==> src/rtl/sigmon_pkg.sv <==
package sigmon_pkg;

  // Outcome codes presented on outCode
  typedef enum logic [1:0] {
    OC_NONE      = 2'b00,
    OC_CORRECT   = 2'b01,
    OC_VIOLATION = 2'b10,
    OC_CRASH     = 2'b11
  } outcome_e;

  // Strobes from control to datapath
  typedef struct packed {
    logic clearAll;  // start: clear counters and outcome
    logic judge;     // capture port data and compare
    logic crash;     // window expired with no capture
  } ctrlStrobes_t;

  localparam int NUM_OUTCOMES = 3;
  localparam int IDX_CORRECT  = 0;
  localparam int IDX_VIOL     = 1;
  localparam int IDX_CRASH    = 2;

endpackage

==> src/rtl/sigmon_satcnt.sv <==
module sigmon_satcnt #(
  parameter int W = 16
) (
  input  logic         clk,
  input  logic         rstN,
  input  logic         clr,
  input  logic         inc,
  output logic [W-1:0] count
);

  localparam logic [W-1:0] CNT_MAX = {W{1'b1}};

  logic atMax;
  assign atMax = (count == CNT_MAX);

  always_ff @(posedge clk or negedge rstN) begin
    if (!rstN) begin
      count <= '0;
    end else if (clr) begin
      count <= '0;
    end else if (inc && !atMax) begin
      count <= count + 1'b1;
    end
  end

endmodule

==> src/rtl/sigmon_ctrl.sv <==
module sigmon_ctrl
  import sigmon_pkg::*;
#(
  parameter int TO_W        = 16,
  parameter int SYNC_STAGES = 2
) (
  input  logic            clk,
  input  logic            rstN,
  input  logic            startPulse,
  input  logic            portStrobe,
  input  logic [TO_W-1:0] timeoutLimit,
  output ctrlStrobes_t    strobes,
  output logic            armed,
  output logic            waiting
);

  localparam int SYNC_MSB = SYNC_STAGES - 1;

  // Strobe synchronizer and rise detect
  logic [SYNC_STAGES-1:0] syncQ;
  logic                   strobeDly;
  logic                   strobeRise;

  generate
    if (SYNC_STAGES == 1) begin : g_sync_one
      always_ff @(posedge clk or negedge rstN) begin
        if (!rstN) syncQ <= '0;
        else       syncQ <= portStrobe;
      end
    end else begin : g_sync_chain
      always_ff @(posedge clk or negedge rstN) begin
        if (!rstN) syncQ <= '0;
        else       syncQ <= {syncQ[SYNC_MSB-1:0], portStrobe};
      end
    end
  endgenerate

  always_ff @(posedge clk or negedge rstN) begin
    if (!rstN) strobeDly <= 1'b0;
    else       strobeDly <= syncQ[SYNC_MSB];
  end

  assign strobeRise = syncQ[SYNC_MSB] & ~strobeDly;

  // Timeout window
  logic [TO_W-1:0] windowCnt;
  logic            limitHit;

  assign limitHit = (windowCnt == (timeoutLimit - 1'b1));

  always_comb begin
    strobes          = '0;
    strobes.clearAll = startPulse;
    strobes.judge    = armed & ~startPulse & strobeRise;
    strobes.crash    = armed & ~startPulse & ~strobeRise & ~waiting & limitHit;
  end

  always_ff @(posedge clk or negedge rstN) begin
    if (!rstN) begin
      armed     <= 1'b0;
      waiting   <= 1'b0;
      windowCnt <= '0;
    end else if (startPulse) begin
      armed     <= 1'b1;
      waiting   <= 1'b0;
      windowCnt <= '0;
    end else if (armed) begin
      if (strobes.judge) begin
        waiting   <= 1'b0;
        windowCnt <= '0;
      end else if (strobes.crash) begin
        waiting   <= 1'b1;
      end else if (!waiting) begin
        windowCnt <= windowCnt + 1'b1;
      end
    end
  end

endmodule

==> src/rtl/sigmon_dpath.sv <==
module sigmon_dpath
  import sigmon_pkg::*;
#(
  parameter int SIG_W = 16,
  parameter int CNT_W = 16
) (
  input  logic             clk,
  input  logic             rstN,
  input  ctrlStrobes_t     strobes,
  input  logic [SIG_W-1:0] portData,
  input  logic             expLoad,
  input  logic [SIG_W-1:0] expValue,
  output logic             outValid,
  output logic [1:0]       outCode,
  output logic [SIG_W-1:0] lastSig,
  output logic [CNT_W-1:0] cntCorrect,
  output logic [CNT_W-1:0] cntViol,
  output logic [CNT_W-1:0] cntCrash
);

  logic [SIG_W-1:0] expReg;
  logic             sigMatch;
  outcome_e         nextCode;
  logic [NUM_OUTCOMES-1:0] bump;
  logic [NUM_OUTCOMES-1:0][CNT_W-1:0] cntArr;

  always_ff @(posedge clk or negedge rstN) begin
    if (!rstN)        expReg <= '0;
    else if (expLoad) expReg <= expValue;
  end

  assign sigMatch = (portData == expReg);

  always_comb begin
    nextCode = OC_NONE;
    if (strobes.judge)      nextCode = sigMatch ? OC_CORRECT : OC_VIOLATION;
    else if (strobes.crash) nextCode = OC_CRASH;
  end

  always_comb begin
    bump              = '0;
    bump[IDX_CORRECT] = !strobes.clearAll && (nextCode == OC_CORRECT);
    bump[IDX_VIOL]    = !strobes.clearAll && (nextCode == OC_VIOLATION);
    bump[IDX_CRASH]   = !strobes.clearAll && (nextCode == OC_CRASH);
  end

  always_ff @(posedge clk or negedge rstN) begin
    if (!rstN) begin
      outValid <= 1'b0;
      outCode  <= OC_NONE;
      lastSig  <= '0;
    end else begin
      outValid <= !strobes.clearAll && (nextCode != OC_NONE);
      outCode  <= strobes.clearAll ? OC_NONE : nextCode;
      if (strobes.judge) lastSig <= portData;
    end
  end

  generate
    for (genvar g = 0; g < NUM_OUTCOMES; g++) begin : g_cnt
      sigmon_satcnt #(.W(CNT_W)) u_cnt (
        .clk  (clk),
        .rstN (rstN),
        .clr  (strobes.clearAll),
        .inc  (bump[g]),
        .count(cntArr[g])
      );
    end
  endgenerate

  assign cntCorrect = cntArr[IDX_CORRECT];
  assign cntViol    = cntArr[IDX_VIOL];
  assign cntCrash   = cntArr[IDX_CRASH];

endmodule

==> src/rtl/result_sig_monitor.sv <==
module result_sig_monitor
  import sigmon_pkg::*;
#(
  parameter int SIG_W = 16,
  parameter int TO_W  = 16,
  parameter int CNT_W = 16
) (
  input  logic             clk,
  input  logic             rstN,
  input  logic             startPulse,
  input  logic             expLoad,
  input  logic [SIG_W-1:0] expValue,
  input  logic [TO_W-1:0]  timeoutLimit,
  input  logic             portStrobe,
  input  logic [SIG_W-1:0] portData,
  output logic             outValid,
  output logic [1:0]       outCode,
  output logic [SIG_W-1:0] lastSig,
  output logic [CNT_W-1:0] cntCorrect,
  output logic [CNT_W-1:0] cntViol,
  output logic [CNT_W-1:0] cntCrash,
  output logic             armed,
  output logic             waiting
);

  ctrlStrobes_t strobes;

  sigmon_ctrl #(.TO_W(TO_W), .SYNC_STAGES(2)) u_ctrl (
    .clk         (clk),
    .rstN        (rstN),
    .startPulse  (startPulse),
    .portStrobe  (portStrobe),
    .timeoutLimit(timeoutLimit),
    .strobes     (strobes),
    .armed       (armed),
    .waiting     (waiting)
  );

  sigmon_dpath #(.SIG_W(SIG_W), .CNT_W(CNT_W)) u_dpath (
    .clk       (clk),
    .rstN      (rstN),
    .strobes   (strobes),
    .portData  (portData),
    .expLoad   (expLoad),
    .expValue  (expValue),
    .outValid  (outValid),
    .outCode   (outCode),
    .lastSig   (lastSig),
    .cntCorrect(cntCorrect),
    .cntViol   (cntViol),
    .cntCrash  (cntCrash)
  );

endmodule

==> config.mk <==
export PLATFORM = sky130hd
export DESIGN_NAME = result_sig_monitor
export DESIGN_NICKNAME = d
export VERILOG_FILES = /design/src/rtl/sigmon_pkg.sv /design/src/rtl/sigmon_satcnt.sv /design/src/rtl/sigmon_ctrl.sv /design/src/rtl/sigmon_dpath.sv /design/src/rtl/result_sig_monitor.sv
export SDC_FILE = /design/constraint.sdc
export NUM_CORES = 1
export LEC_CHECK = 0
export BUFFER_PORTS_ARGS = -buffer_cell sky130_fd_sc_hd__buf_2
export CORE_ASPECT_RATIO = 0.75
export CORE_MARGIN = 5
export CORE_UTILIZATION = 50
export CTS_CLUSTER_SIZE = 14
export DETAILED_ROUTE_END_ITERATION = 8
export MAX_ROUTING_LAYER = met4
export PLACE_DENSITY = 0.77
export REMOVE_ABC_BUFFERS = 1
export SLEW_MARGIN = 0
export SYNTH_ARGS = -nofsm -noshare
export SYNTH_HDL_FRONTEND = slang
export SYNTH_SLANG_ARGS = --single-unit
==> constraint.sdc <==
create_clock -name clk -period 2.6 [get_ports clk]
set_input_delay 0.78 -clock clk [delete_from_list [all_inputs] [get_ports clk]]
set_output_delay 0.78 -clock clk [all_outputs]
set_load 0.02 [all_outputs]
==> metrics.txt, run 1 <==
area of the multi-input gates=about 3200 um2; Pwr Density=~490 nW/um2; Post-Place Worst Slack=-1.16 ns; Crit path required time=2.88 ns; CP endpoint kind=flop; Synth cell types=62; final cell count without fillers=a little over 900; FF+latch count, synth=104; max cap viols=0; GR Util All Layers=about a quarter; post-DP HPWL=approximately 11 mm; Post-Synth Adder-Cell Area=1.09%; Worst Path Arrival=3.43 ns; Ys Warns=0; Routed WL=15.8 mm; Hold Crit Class=reg -> reg; Max FO, Critical Path=7; share of cells above drive strength 1=40.3%; Layout Skew=about 0.011 ns; starting density of the core=roughly 52%; Max Buffers Root-to-Sink=2; Clock Root Buffer=clkbuf_16; final period demand of the worst path=3.15 ns; Startpoint Class=input port; layout overhead on the synthesized area=34.5%; Worst-path clk slew=0.07 ns; Post-Syn Area=about 5700 um2; Setup Viol. Count Final=36; Synth Area in Simple Gates=between 20% and 30%; Remaining DRCs=0; Setup WS post-layout=-0.546 ns; mux cell area share after synthesis=between 7 and 8%; Top FF cell, synth=dfrtp_1; XOR/XNOR Fraction of Synth Area=between 9 and 10%; asr flop ratio synth=100%; Worst VDD drop=roughly 0.51 mV; 1st-pass router iterations=7; outcome=complete, but fails checks; initial antenna violation count=0; dpl cells=~890; fmax=about 320 MHz; Port Buffers=121; final hold vios=0; Synth Area in Compound Gates=between 10% and 20%; Rows=33; nets=a little over 800; Layout fillers=~830; vias in the first global route=5224; starting DRC count in detailed routing=386; routed vias/inst=5.78; largest net degree at the start of global routing=between 50 and 60; die area=13700 um2; CTS Buf Count=9; Routed Antenna Nets=0; violated checks=setup timing; RSZ-0062 raised after global routing=yes; main combinational cell family by area after synthesis=simple AND/OR/NAND/NOR gates; Slew Viols, Final=0; worst skew pair latency=0.34 ns; leak pwr=about 3.6 nW; Post-Syn Area per Cell=9.98 um2; gpl congestion=~0.89; Vias=5269; Hold WS=0.362 ns; grt ovf=0; Worst Setup SP=timeoutLimit[1]; Reg area=between 2000 and 3000 um2; Cells after Synth=between 500 and 600; core area=~11000 um2; Final Cycle Share=121%; HP Start=u_ctrl.syncQ[0]; Ports=roughly 120; Worst slew margin=around 59%; # diodes=0; first-pass GRT wire length=~26 mm; worst setup path class=in -> reg; CTS tree=yes; register area share after synthesis=between 40 and 50%; clock sink count=104; CTS H-tree lvls=3; DR WL/cell=approximately 17 um; RR Startpoint=u_dpath.g_cnt[2].u_cnt.count[1]; Die W=~130 um; die height=103 um; # hold bufs at CTS=0; number of synthesized flops with an enable pin=0; worst-margin pin slew=between 0.6 and 0.7 ns
-- path summary, 6_finish.rpt --
path | cells past startpoint | slack [ns] | end
setup / recovery | 11 | -0.55 | u_dpath.g_cnt[2].u_cnt.count[12]
hold / removal | 0 | 0.36 | u_ctrl.syncQ[1]
setup reg to reg | 9 | -0.30 | u_dpath.g_cnt[2].u_cnt.count[1]
hold reg to reg | 0 | 0.36 | u_ctrl.syncQ[1]
max in group asynchronous | 2 | 1.54 | u_dpath.g_cnt[0].u_cnt.count[9]
min in group asynchronous | 1 | 0.41 | u_ctrl.windowCnt[0]
-- synthesized netlist by cell type (4+ instances only) --
cell type	instances	share of area, %
dfrtp_1	104	45
nor2_1	46	3.0
xor2_1	43	6.6
mux2_2	33	6.5
nand3_1	33	2.9
nand2_1	32	2.1
a21oi_1	26	2.3
xnor2_1	22	3.4
nand4_1	20	2.2
inv_1	18	1.2
o21ai_0	18	1.6
or3_1	18	2.0
and3_1	17	1.9
clkbuf_1	17	1.1
nor4_1	9	0.98
or4_1	9	1.2
nand2b_1	8	0.87
nor3_1	8	0.70
o211ai_1	6	0.78
o31ai_1	6	0.78
a31o_2	5	0.76
and2_1	5	0.55
ha_1	5	1.1
or2_2	5	0.55
a21o_1	4	0.52
a31oi_1	4	0.44
and4_1	4	0.61
buf_2	4	0.35
-- cells in the final DEF, fill, tap and decap left out, types with 5 or more instances in the layout --
master	Yosys	final
or4_1	9	5
a21oi_1	26	13
or4_4	1	5
nand2_1	32	31
nor4_1	9	6
inv_1	18	16
mux2_2	33	33
xnor2_1	22	22
nand4_1	20	20
buf_4	0	72
xor2_1	43	43
o21ai_0	18	11
and2_1	5	5
or3_1	18	17
nor2_1	46	46
and3_1	17	17
a21oi_2	0	12
buf_2	4	118
dfrtp_1	104	104
nand3_1	33	33
nor3_1	8	8
o21ai_1	0	6
buf_6	1	10
nand2b_1	8	8
o211ai_1	6	6
clkbuf_16	0	9
-- state kept, by name (all words and copies together), names as in the netlist --
signal / cells
u_ctrl.armed: 1
u_ctrl.waiting: 1
u_ctrl.syncQ: 2
u_dpath.outCode: 2
u_dpath.lastSig: 16
u_dpath.expReg: 16
u_ctrl.strobeDly: 1
u_ctrl.windowCnt: 16
u_dpath.g_cnt.u_cnt.count: 48
u_dpath.outValid: 1
-- per-layer routing --
layer	track usage [%]	wire length, um	vias up
li1	-	-	2471
met1	31.5	7050	2569
met2	37.9	7350	205
met3	6.00	1240	24
met4	3.79	173	0
met5	-	0	-
-- kinds of logic after synthesis --
family / after synthesis
DFF: 104
muxes: 38
adders and majority gates: 5
xor gates and xnor gates: 65
AOI/OAI and AO/OA: 91
buffers and inverters: 42
and+or+nand+nor: 230
-- power breakdown --
| part | total [mW] | internal [mW] | switching, mW |
|---|---|---|---|
| clock | 1.51 | 0.866 | 0.647 |
| sequential | 1.74 | 1.70 | 0.0477 |
| combinational | 0.518 | 0.232 | 0.286 |
| total | 3.78 | 2.80 | 0.981 |
-- per-stage QoR --
step           TNS, ns  utilization [%]  power, mW  area [um2]
2_1_floorplan   -93.42                -       2.01        5640
3_3_place_gp    -37.06             63.5       2.25        7020
3_5_place_dp    -41.25             63.5       2.27        7020
4_1_cts         -14.83             67.8       3.80        7500
5_1_grt         -19.34             69.8       3.93        7720
6_report        -16.32             69.8       3.78        7720
-- what timing repair did --
action / 4_1_cts / 5_1_grt
endpoints found under the setup margin: 39 / 46
pin swaps: 17 / 13
resized for setup: 29 / 45
cloned: 0 / 1
buffers inserted: 4 / 3
-- final cells by class --
cell class,instances,area share (%)
clock buffer,9,2.92
clock inverter,7,1.48
inverter,18,0.940
sequential,104,33.7
timing repair buffer,204,17.0
multi-input combinational,429,41.7
tap,140,2.27
-- worst max-delay path: stages --
cell and delay [ns]:
buf_8 0.10, inv_4 0.05, ha_4 0.12, or4b_4 0.46
and2b_2 0.28, o211ai_2 0.13, a2111oi_4 0.35, nand4_2 0.17
a2111o_1 0.43, or4_1 0.46, nand2_1 0.10
No activity file was read; power rests on OpenSTA's default activity.
==> inputs of run 2 (changes only) <==
--- a/config.mk
+++ b/config.mk
@@ -8,11 +8,10 @@
 export BUFFER_PORTS_ARGS = -buffer_cell sky130_fd_sc_hd__buf_2
 export CORE_ASPECT_RATIO = 0.75
 export CORE_MARGIN = 5
-export CORE_UTILIZATION = 50
+export CORE_UTILIZATION = 33
 export CTS_CLUSTER_SIZE = 14
 export DETAILED_ROUTE_END_ITERATION = 8
 export MAX_ROUTING_LAYER = met4
-export PLACE_DENSITY = 0.77
 export REMOVE_ABC_BUFFERS = 1
 export SLEW_MARGIN = 0
 export SYNTH_ARGS = -nofsm -noshare
==> metrics.txt, run 2 (same netlist as run 1, synthesis figures left out) <==
outcome=complete, but fails checks; violated checks=setup timing; nets=837 (+1.6%); Clock Root Buffer=clkbuf_16; commonest non-fill, non-tap cell in the layout=buf_2; Max Buffers Root-to-Sink=2 (unchanged); crit path cell chain=buf_8, inv_4, ha_4, or4b_4, and2b_2, o211ai_2, a2111oi_4, nand4_2, buf_6, a2111o_1, mux2_4, o31ai_1; core area=16900 um2 (+53%); GR Util All Layers=16.2% (-7.5 points); Final Cycle Share=119% (-2.3 points); Die W=162 um (+21%); R2R Setup Slk=-0.14 ns (+0.16 ns); worst-margin pin slew=0.570 ns (-0.0422 ns); CTS H-tree lvls=3 (unchanged); Max FO, Critical Path=4 (-3); worst setup path class=in -> reg; starting DRC count in detailed routing=302 (-22%); Worst-path clk slew=0.07 ns (about the same); Rows=41 (+24%); Remaining DRCs=0 (unchanged); Layout Skew=0.00836 ns (-0.00257 ns); Worst slew margin=62.0% (+2.9 points); Routed Antenna Nets=0 (unchanged); design area=7880 um2 (+2.1%); vias in the first global route=4799 (-8.1%); max cap viols=0 (unchanged); routed vias/inst=5.10 (-12%); worst skew pair latency=0.35 ns (about the same); CTS tree=yes; share of cells above drive strength 1=40.6% (+0.28 points); fmax=324 MHz (+1.9%); clock sink count=104 (unchanged); grt ovf=0 (unchanged); Ports=122 (unchanged); Post-Place Worst Slack=-1.17 ns (-0.00911 ns); setup TNS after final layout=-14.72 ns (+1.61 ns); Worst VDD drop=0.315 mV (-39%); Vias=5101 (-3.2%); RSZ-0062 raised after global routing=yes; initial antenna violation count=2 (+2); Routed WL=15.8 mm (-0.33%); CP endpoint kind=flop; area of the multi-input gates=3160 um2 (-1.7%); first-pass GRT wire length=25.5 mm (-0.46%); Crit path required time=2.86 ns (-0.02 ns); Pwr Density=479 nW/um2 (-2.0%); starting density of the core=33.9% (-18 points); Setup Viol. Count Final=36 (unchanged); commonest cells after routing, fill and taps aside=buf_2 (119), dfrtp_1 (104), buf_4 (79); Setup WS post-layout=-0.486 ns (+0.0600 ns); max incr delay on CP=0.46 ns (about the same); Crit path max-delay family=simple AND/OR/NAND/NOR gates; final hold vios=0 (unchanged); DR WL/cell=15.8 um (-9.2%); Placed Instance Area=7150 um2 (+1.8%); Layout fillers=1615 (+95%); die height=124 um (+21%); Hold Crit Class=reg -> reg; Reg area=2600 um2 (unchanged); gpl congestion=0.860 (-3.6%); CTS Buf Count=9 (unchanged); leak pwr=3.63 nW (+1.4%); layout overhead on the synthesized area=37.4%; post-DP HPWL=11.1 mm (-2.5%); most flop-heavy register=u_dpath.g_cnt.u_cnt.count; Worst Path Arrival=3.35 ns (-0.08 ns); Slew Viols, Final=0 (unchanged); Port Buffers=121 (unchanged); max FFs per register=48 (unchanged); 1st-pass router iterations=5 (-2); Crit-path slowest cell=or4b_4; Startpoint Class=input port; # hold bufs at CTS=0 (unchanged); largest net degree at the start of global routing=105 (+88%); sum of buffers and inverters on the critical path=3 (+1); final period demand of the worst path=3.09 ns (-0.0600 ns); die area=20200 um2 (+47%)
## run 2: report_power, final
group,switching [mW],internal (mW),total [mW]
combinational,0.287,0.240,0.527
clock,0.632,0.876,1.51
sequential,0.0456,1.70,1.74
total,0.965,2.81,3.78
## run 2: path summary, 6_finish.rpt
check	from	endpoint	depth (start not counted)
setup reg to reg	u_ctrl.strobeDly	u_dpath.g_cnt[2].u_cnt.count[14]	10
hold reg to reg	u_ctrl.syncQ[0]	u_ctrl.syncQ[1]	0
max in group asynchronous	rstN	u_ctrl.windowCnt[12]	2
setup / recovery	timeoutLimit[1]	u_dpath.g_cnt[2].u_cnt.count[14]	12
hold / removal	u_ctrl.syncQ[0]	u_ctrl.syncQ[1]	0
min in group asynchronous	rstN	u_dpath.g_cnt[0].u_cnt.count[7]	2
## run 2: what timing repair did
action / in CTS / in global routing
resized for setup: 33 / 35
setup buffers: 12 / 6
cloned: 2 / 1
endpoints found under the setup margin: 52 / 57
pin swaps: 18 / 14
## run 2: metal layers
layer	global-route usage [%]	vias up	share of wire [%]
li1	-	2486	-
met1	23.9	2450	51
met2	22.3	154	42
met3	4.47	11	6.3
met4	3.17	0	0.77
met5	-	-	0
## run 2: stage by stage
step / instances / utilization (%) / hold slack [ns] / power (mW)
after floorplan: 551 / - / 0.331 / 2.01
after global placement: 963 / 42.2 / 0.332 / 2.27
after detailed placement: 963 / 42.2 / 0.339 / 2.28
after CTS: 992 / 45.5 / 0.356 / 3.83
after global routing: 1000 / 46.6 / 0.360 / 3.96
final: 1000 / 46.6 / 0.353 / 3.78
## run 2: layout make-up
| class | count | area share, % |
|---|---|---|
| Tap cell | 215 | 3.41 |
| Timing Repair Buffer | 216 | 18.4 |
| Multi-Input combinational cell | 430 | 40.1 |
| Inverter | 18 | 0.889 |
| Clock inverter | 5 | 1.11 |
| Clock buffer | 10 | 3.03 |
| Sequential cell | 104 | 33.0 |
| Antenna cell | 2 | 0.0635 |
